### src/rtl/hw_pair_combiner.sv
module hw_pair_combiner #(
  parameter int AW = 16
) (
  input  logic          clk,
  input  logic          rst_n,
  input  logic          comb_en,
  input  logic          mem_wr_dis,
  input  logic          wr_en,
  input  logic [AW-1:0] wr_addr,
  input  logic [15:0]   wr_data,
  input  logic          wr_irq,
  output logic          wr_ready,
  output logic          tx_valid,
  input  logic          tx_ready,
  output logic [AW-3:0] tx_addr,
  output logic [31:0]   tx_data,
  output logic [3:0]    tx_be,
  output logic          tx_irq
);
  localparam int LW = AW - 2;

  logic          hold_vld;
  logic          hold_hi;
  logic [LW-1:0] hold_lw;
  logic [15:0]   hold_data;

  wire [LW-1:0] wr_lw     = wr_addr[AW-1:2];
  wire          wr_hi     = wr_addr[1];
  wire          slot_free = !tx_valid || tx_ready;
  wire          cmb       = comb_en && !mem_wr_dis && !wr_irq;
  wire          match     = hold_vld && cmb && (hold_lw == wr_lw) && (hold_hi != wr_hi);
  wire          flush     = hold_vld && (!comb_en || (wr_en && !match));
  wire          capture   = wr_en && cmb && !hold_vld;
  wire          emit      = slot_free && (flush || (wr_en && !capture));

  assign wr_ready = !flush && (capture || slot_free);

  always_ff @(posedge clk) begin
    if (!rst_n) begin
      tx_valid  <= 1'b0;
      tx_addr   <= '0;
      tx_data   <= '0;
      tx_be     <= '0;
      tx_irq    <= 1'b0;
      hold_vld  <= 1'b0;
      hold_hi   <= 1'b0;
      hold_lw   <= '0;
      hold_data <= '0;
    end else begin
      if (tx_valid && tx_ready) tx_valid <= 1'b0;
      if (emit) begin
        tx_valid <= 1'b1;
        if (flush) begin
          tx_addr  <= hold_lw;
          tx_data  <= hold_hi ? {hold_data, 16'h0} : {16'h0, hold_data};
          tx_be    <= hold_hi ? 4'b1100 : 4'b0011;
          tx_irq   <= 1'b0;
          hold_vld <= 1'b0;
        end else if (match) begin
          tx_addr  <= wr_lw;
          tx_data  <= hold_hi ? {hold_data, wr_data} : {wr_data, hold_data};
          tx_be    <= 4'b1111;
          tx_irq   <= 1'b0;
          hold_vld <= 1'b0;
        end else begin
          tx_addr  <= wr_lw;
          tx_data  <= wr_hi ? {wr_data, 16'h0} : {16'h0, wr_data};
          tx_be    <= wr_hi ? 4'b1100 : 4'b0011;
          tx_irq   <= wr_irq;
        end
      end
      if (capture) begin
        hold_vld  <= 1'b1;
        hold_hi   <= wr_hi;
        hold_lw   <= wr_lw;
        hold_data <= wr_data;
      end
    end
  end
endmodule


### config.mk
export PLATFORM = sky130hd
export DESIGN_NAME = hw_pair_combiner
export DESIGN_NICKNAME = d
export VERILOG_FILES = /design/src/rtl/hw_pair_combiner.sv
export SDC_FILE = /design/constraint.sdc
export NUM_CORES = 1
export LEC_CHECK = 0
export BUFFER_PORTS_ARGS = -buffer_cell sky130_fd_sc_hd__buf_4
export CAP_MARGIN = 10
export CORE_MARGIN = 2
export CORE_UTILIZATION = 59
export CTS_CLUSTER_DIAMETER = 30
export DETAILED_ROUTE_END_ITERATION = 10
export PLACE_DENSITY = 0.87
export SYNTH_ARGS = -nofsm -noshare
export SYNTH_HDL_FRONTEND = slang
export SYNTH_SLANG_ARGS = --single-unit
export TNS_END_PERCENT = 1
### constraint.sdc
create_clock -name clk -period 4 [get_ports clk]
set_input_delay 0.6 -clock clk [delete_from_list [all_inputs] [get_ports clk]]
set_output_delay 0.6 -clock clk [all_outputs]
set_load 0.01 [all_outputs]
Yosys cells after proc, flatten, opt, wreduce, memory -nomap -nowiden
Cells that the tools add are included.
{"block": "op_classes", "mux": 18, "n_eq_ne": 2, "reduce_logical": 29}
{"op": "two-way mux 32 bit", "count": 5}
{"op": "two-way mux 4 bit", "count": 4}
{"op": "equality test 14 bit", "count": 1}
{"op": "two-way mux 14 bit", "count": 1}
{"op": "logical AND 1 bit", "count": 13}
{"op": "zero test 1 bit", "count": 8}
{"op": "two-way mux 1 bit", "count": 8}
{"op": "logical OR 1 bit", "count": 4}
{"op": "nonzero test 2 bit", "count": 2}
{"op": "nonzero test 3 bit", "count": 1}
{"op": "AND reduction 2 bit", "count": 1}
{"op": "!= test 1 bit", "count": 1}
{"block": "totals", "register_bits": 84, "input_bits": 39}

Depth between registers and ports, before layout
{"block": "depth", "word_depth": 14, "ltp_mapped": 8, "ltp_nobuf": 5}

Worst setup path after synthesis
Ideal clock, no wire load.
{"block": "synth_timing", "kind": "input -> output", "from": "input port wr_addr[4]", "to": "output port wr_ready", "path_stages": 6, "t_required_ns": 3.400, "path_slack_ns": 1.626, "arrival_time_ns": 1.774, "cell_sequence": "xnor2_1 nand4_1 nor3_4 buf_2 a21oi_1 o21ai_0"}
{"block": "synth_between", "elab_chain_cells": 9}
{"item": "start, declared", "line_no": "9", "source": "input logic [AW-1:0] wr_addr,"}
{"item": "equality test 14 bit", "line_no": "31", "source": "wire match = hold_vld && cmb && (hold_lw == wr_lw) && (hold_hi != wr_hi);"}
{"item": "logical AND 1 bit (2 in series)", "line_no": "31"}
{"item": "zero test 1 bit", "line_no": "32", "source": "wire flush = hold_vld && (!comb_en || (wr_en && !match));"}
{"item": "logical AND 1 bit", "line_no": "32"}
{"item": "logical OR 1 bit", "line_no": "32"}
{"item": "logical AND 1 bit", "line_no": "32"}
{"item": "zero test 1 bit", "line_no": "36", "source": "assign wr_ready = !flush && (capture || slot_free);"}
{"item": "logical AND 1 bit", "line_no": "36"}
{"item": "end, declared", "line_no": "12", "source": "output logic wr_ready,"}
No other way between the ends.

Worst setup path after layout
{"block": "layout_timing", "from": "input port wr_addr[1]", "to": "output port wr_ready"}
{"block": "layout_between", "elab_chain_cells": 8}
{"item": "!= test 1 bit", "line_no": "31"}
{"item": "logical AND 1 bit", "line_no": "31"}
{"item": "zero test 1 bit", "line_no": "32"}
{"item": "logical AND 1 bit", "line_no": "32"}
{"item": "logical OR 1 bit", "line_no": "32"}
{"item": "logical AND 1 bit", "line_no": "32"}
{"item": "zero test 1 bit", "line_no": "36"}
{"item": "logical AND 1 bit", "line_no": "36"}
No other way between the ends.

==> impl_metrics.xml <==
<?xml version="1.0" encoding="UTF-8"?>
<metrics>
  <group name="clocking">
    <metric name="cts_tree" unit="">done</metric>
    <metric name="cts-root-to-sink-buffers" unit="">2</metric>
    <metric name="cts_buffers" unit="">9</metric>
    <metric name="holdBufCountCts" unit="">0</metric>
    <metric name="clock_insertion_delay_worst_skew" unit="ps">360</metric>
    <metric name="cts.sink_count" unit="">82</metric>
    <metric name="cts.repair.resized" unit="">0</metric>
    <metric name="cts_htree_levels" unit="">3</metric>
    <metric name="post_cts_buffers" unit="">0</metric>
    <metric name="clk_pin_slew_worst_paths" unit="ps">80</metric>
    <metric name="clock-root-buffer" unit="">sky130_fd_sc_hd__clkbuf_8</metric>
  </group>
  <group name="route">
    <metric name="drt_wl_total" unit="µm">11800</metric>
    <metric name="count_of_vias_placed_by_the_detailed_router" unit="">4316</metric>
    <metric name="initialDrtViolationCount" unit="">406</metric>
    <metric name="wl_per_cell" unit="µm">17.15</metric>
    <metric name="first_pass_iters" unit="">4</metric>
    <metric name="drt_drc_violations_left" unit="">0</metric>
    <metric name="route.detailed.vias_per_inst" unit="">6.273</metric>
    <metric name="ant_nets" unit="">0</metric>
  </group>
  <group name="critical_path">
    <metric name="timing.rr.start" unit="">hold_hi</metric>
    <metric name="critical_path.startpoint_type" unit="">primary input</metric>
    <metric name="timing.critical_path.fanout_max" unit="">36</metric>
    <metric name="timing.setup.critical_path_class" unit="">primary input to output port</metric>
    <metric name="worst_ep_required_time" unit="ps">3400</metric>
    <metric name="critical_path.endpoint_type" unit="">output port</metric>
    <metric name="worst_r2r_path_depth" unit="">6</metric>
    <metric name="reg2reg_slack" unit="ps">1720</metric>
    <metric name="regToRegEndpoint" unit="">tx_data[28]</metric>
    <metric name="worstPathArrival" unit="ps">2440</metric>
  </group>
  <group name="worst_hold_path">
    <metric name="min_to" unit="">tx_addr[7]</metric>
    <metric name="worstHoldPathType" unit="">register to register</metric>
    <metric name="min_from" unit="">tx_addr[7]</metric>
    <metric name="hold-path-cell-count" unit="">2</metric>
  </group>
  <group name="yosys">
    <metric name="post_synth_and_or_nand_nor_area_fraction" unit="%">19.72</metric>
    <metric name="synth_ff_type" unit="">sky130_fd_sc_hd__dfxtp_1</metric>
    <metric name="synthesis.yosys.warnings" unit="">0</metric>
    <metric name="synth_cell_types" unit="">28</metric>
    <metric name="synth_area" unit="mm²">0.004233</metric>
    <metric name="synth_fa_ha_area_share" unit="%">0</metric>
    <metric name="syn_avg_cell_area" unit="µm²">7.986</metric>
    <metric name="synth.ff_latch_count" unit="">82</metric>
    <metric name="synthArstFlopShare" unit="%">0</metric>
    <metric name="synth_top_family_by_area" unit="">compound AO/OA/AOI/OAI gates</metric>
    <metric name="synth_sequential_area_ratio" unit="%">38.78</metric>
    <metric name="synth_xor_area_share" unit="%">3.104</metric>
    <metric name="number_of_enable_type_register_cells_in_the_synthesized_netlist" unit="">0</metric>
    <metric name="synth-compound-area-share" unit="%">33.43</metric>
    <metric name="synthMuxAreaShare" unit="%">0</metric>
    <metric name="syn_nets" unit="">569</metric>
    <metric name="synth_cells" unit="">530</metric>
  </group>
  <group name="final_layout">
    <metric name="drive_above_1_share" unit="%">20.10</metric>
    <metric name="filler_cell_count" unit="">553</metric>
    <metric name="multi_input_gate_area_in_the_final_layout" unit="mm²">0.002400</metric>
    <metric name="post_layout_nonfiller_instances" unit="">688</metric>
    <metric name="fin_nets" unit="">626</metric>
    <metric name="antennaDiodeCount" unit="">0</metric>
    <metric name="area_growth_syn_to_layout" unit="%">19.80</metric>
    <metric name="ff_latch_area" unit="mm²">0.001642</metric>
  </group>
  <group name="pwr">
    <metric name="ir_worst_vdd" unit="mV">0.2331</metric>
    <metric name="finalPower" unit="mW">1.804</metric>
    <metric name="leakagePower" unit="nW">1.811</metric>
    <metric name="power-per-cell-area" unit="mW/mm²">355.8</metric>
  </group>
  <group name="floorplanning">
    <metric name="row_count" unit="">30</metric>
    <metric name="dieArea" unit="mm²">0.007868</metric>
    <metric name="ioPinCount" unit="">92</metric>
    <metric name="initial_core_util" unit="%">61.62</metric>
    <metric name="fp.coreArea" unit="mm²">0.006869</metric>
    <metric name="die-height" unit="µm">88.70</metric>
    <metric name="floorplan.die.width" unit="µm">88.70</metric>
  </group>
  <group name="global_routing">
    <metric name="global_route_wire_length_before_repair" unit="µm">18700</metric>
    <metric name="grt_pass1_vias" unit="">3899</metric>
    <metric name="antenna_found_initial" unit="">0</metric>
    <metric name="track_usage" unit="%">30.06</metric>
    <metric name="grt_max_degree" unit="">115</metric>
    <metric name="grt-ovfl-total" unit="">0</metric>
  </group>
  <group name="sta">
    <metric name="grt_setup_unrepaired" unit="">false</metric>
    <metric name="hold_viol" unit="">0</metric>
    <metric name="setup-violations-final" unit="">0</metric>
    <metric name="shortest_period_the_worst_path_allows" unit="ps">3036</metric>
    <metric name="fmax" unit="MHz">329.3</metric>
    <metric name="final.period_utilization" unit="%">75.91</metric>
    <metric name="worst_slew_pin_slew" unit="ps">1041</metric>
    <metric name="final.setup_skew" unit="ps">10.67</metric>
    <metric name="drv_slew" unit="">0</metric>
    <metric name="setup_total_negative_slack" unit="ps">0</metric>
    <metric name="max-slew-margin-rel" unit="%">30.40</metric>
  </group>
  <group name="placed_design">
    <metric name="gp_routability_congestion" unit="">0.8316</metric>
    <metric name="buffer_ports.inserted" unit="">90</metric>
    <metric name="place.detailed.instances" unit="">672</metric>
    <metric name="detailedPlacementHpwl" unit="µm">7036</metric>
  </group>
  <group name="outcome">
    <metric name="outcome" unit="">completed</metric>
  </group>
  <group name="flow_run">
    <metric name="drv.max_cap_violation_count" unit="">0</metric>
  </group>
</metrics>
-- how the worst max path moves through the flow --
stage	start	to	slack, ps	cells past startpoint
floorplan	wr_addr[4]	wr_ready	1630	6
global placement	wr_addr[1]	wr_ready	1050	8
detailed placement	wr_addr[1]	wr_ready	1010	8
CTS	wr_addr[1]	wr_ready	980	8
global route	wr_addr[1]	wr_ready	810	8
finish	wr_addr[1]	wr_ready	960	8
-- layer usage --
layer / global-route usage [%] / wire, µm / up-vias
met5: 0 / 0 / -
met3: 5.224 / 974 / 19
li1: - / - / 2036
met1: 39.92 / 4917 / 2040
met2: 48.17 / 5729 / 221
met4: 12.95 / 178 / 0
-- state kept, by name, indices dropped and copies added, names as in the netlist --
register,flops
tx_data,32
hold_data,16
tx_addr,14
hold_lw,14
tx_valid,1
tx_be,2
hold_vld,1
hold_hi,1
tx_irq,1
-- logic make-up (layout without fill, tap and decap cells) --
| family | after synthesis | in the layout |
|---|---|---|
| AOI/OAI and AO/OA | 216 | 216 |
| xor gates and xnor gates | 15 | 15 |
| buffers and inverters | 51 | 113 |
| DFF | 82 | 82 |
| and+or+nand+nor | 166 | 166 |
-- critical path, stage by stage --
cell	delay [ps]
sky130_fd_sc_hd__buf_4	310
sky130_fd_sc_hd__xor2_1	190
sky130_fd_sc_hd__nand3_1	140
sky130_fd_sc_hd__nor3_4	200
sky130_fd_sc_hd__buf_4	380
sky130_fd_sc_hd__a21oi_1	150
sky130_fd_sc_hd__o21ai_0	280
sky130_fd_sc_hd__buf_4	170
-- Yosys cell counts, types with 2 or more instances --
master / instances / area, µm²
sky130_fd_sc_hd__and2_1: 49 / 306.5
sky130_fd_sc_hd__a21oi_1: 19 / 95.09
sky130_fd_sc_hd__xnor2_1: 14 / 122.6
sky130_fd_sc_hd__o21ai_0: 63 / 315.3
sky130_fd_sc_hd__a31oi_1: 2 / 12.51
sky130_fd_sc_hd__clkbuf_1: 40 / 150.1
sky130_fd_sc_hd__nand4_1: 3 / 18.77
sky130_fd_sc_hd__buf_4: 2 / 15.01
sky130_fd_sc_hd__nor2_1: 5 / 18.77
sky130_fd_sc_hd__nor2b_1: 17 / 106.4
sky130_fd_sc_hd__a21boi_0: 32 / 240.2
sky130_fd_sc_hd__dfxtp_1: 82 / 1642
sky130_fd_sc_hd__buf_2: 9 / 45.04
sky130_fd_sc_hd__o211ai_1: 32 / 240.2
sky130_fd_sc_hd__o22ai_1: 32 / 200.2
sky130_fd_sc_hd__nand3_1: 3 / 15.01
sky130_fd_sc_hd__nand2_1: 81 / 304.0
sky130_fd_sc_hd__a311oi_1: 32 / 280.3
sky130_fd_sc_hd__a21o_1: 2 / 15.01
sky130_fd_sc_hd__nand2b_1: 3 / 18.77
-- power by group --
part | internal [mW] | switching [mW] | leakage (nW)
clock network | 0.259 | 0.308 | 0.0924
logic | 0.155 | 0.180 | 1.05
registers | 0.865 | 0.0386 | 0.672
-- cells in the final DEF, fill, tap and decap left out, types with 3 or more instances in the layout --
master / count
sky130_fd_sc_hd__a21oi_1: 19
sky130_fd_sc_hd__buf_4: 97
sky130_fd_sc_hd__nand3_1: 3
sky130_fd_sc_hd__xnor2_1: 14
sky130_fd_sc_hd__dfxtp_1: 82
sky130_fd_sc_hd__and2_1: 49
sky130_fd_sc_hd__o211ai_1: 32
sky130_fd_sc_hd__a21boi_0: 32
sky130_fd_sc_hd__nand2_1: 81
sky130_fd_sc_hd__nand4_1: 3
sky130_fd_sc_hd__nor2b_1: 17
sky130_fd_sc_hd__clkbuf_8: 11
sky130_fd_sc_hd__a311oi_1: 32
sky130_fd_sc_hd__nand2b_1: 3
sky130_fd_sc_hd__o22ai_1: 32
sky130_fd_sc_hd__o21ai_0: 63
sky130_fd_sc_hd__nor2_1: 3
-- layout make-up --
| class | instances | area share (%) |
|---|---|---|
| Tap cell | 96 | 2.369 |
| Clock buffer | 12 | 3.059 |
| Timing Repair Buffer | 97 | 14.36 |
| Clock inverter | 4 | 0.5181 |
| Multi-Input combinational cell | 397 | 47.32 |
| Sequential cell | 82 | 32.37 |
-- stage by stage --
step | hold WS [ps] | setup WS (ps) | cell area [µm²] | util (%)
3_3_place_gp | 442.7 | 1050 | 4890 | 71.18
2_1_floorplan | 457.6 | 1626 | 4233 | -
5_1_grt | 480.3 | 809.4 | 5071 | 73.83
4_1_cts | 455.8 | 977.0 | 5071 | 73.83
3_5_place_dp | 443.8 | 1011 | 4890 | 71.18
6_report | 454.1 | 963.5 | 5071 | 73.83
Note: power is estimated with default switching activity, not from simulation.
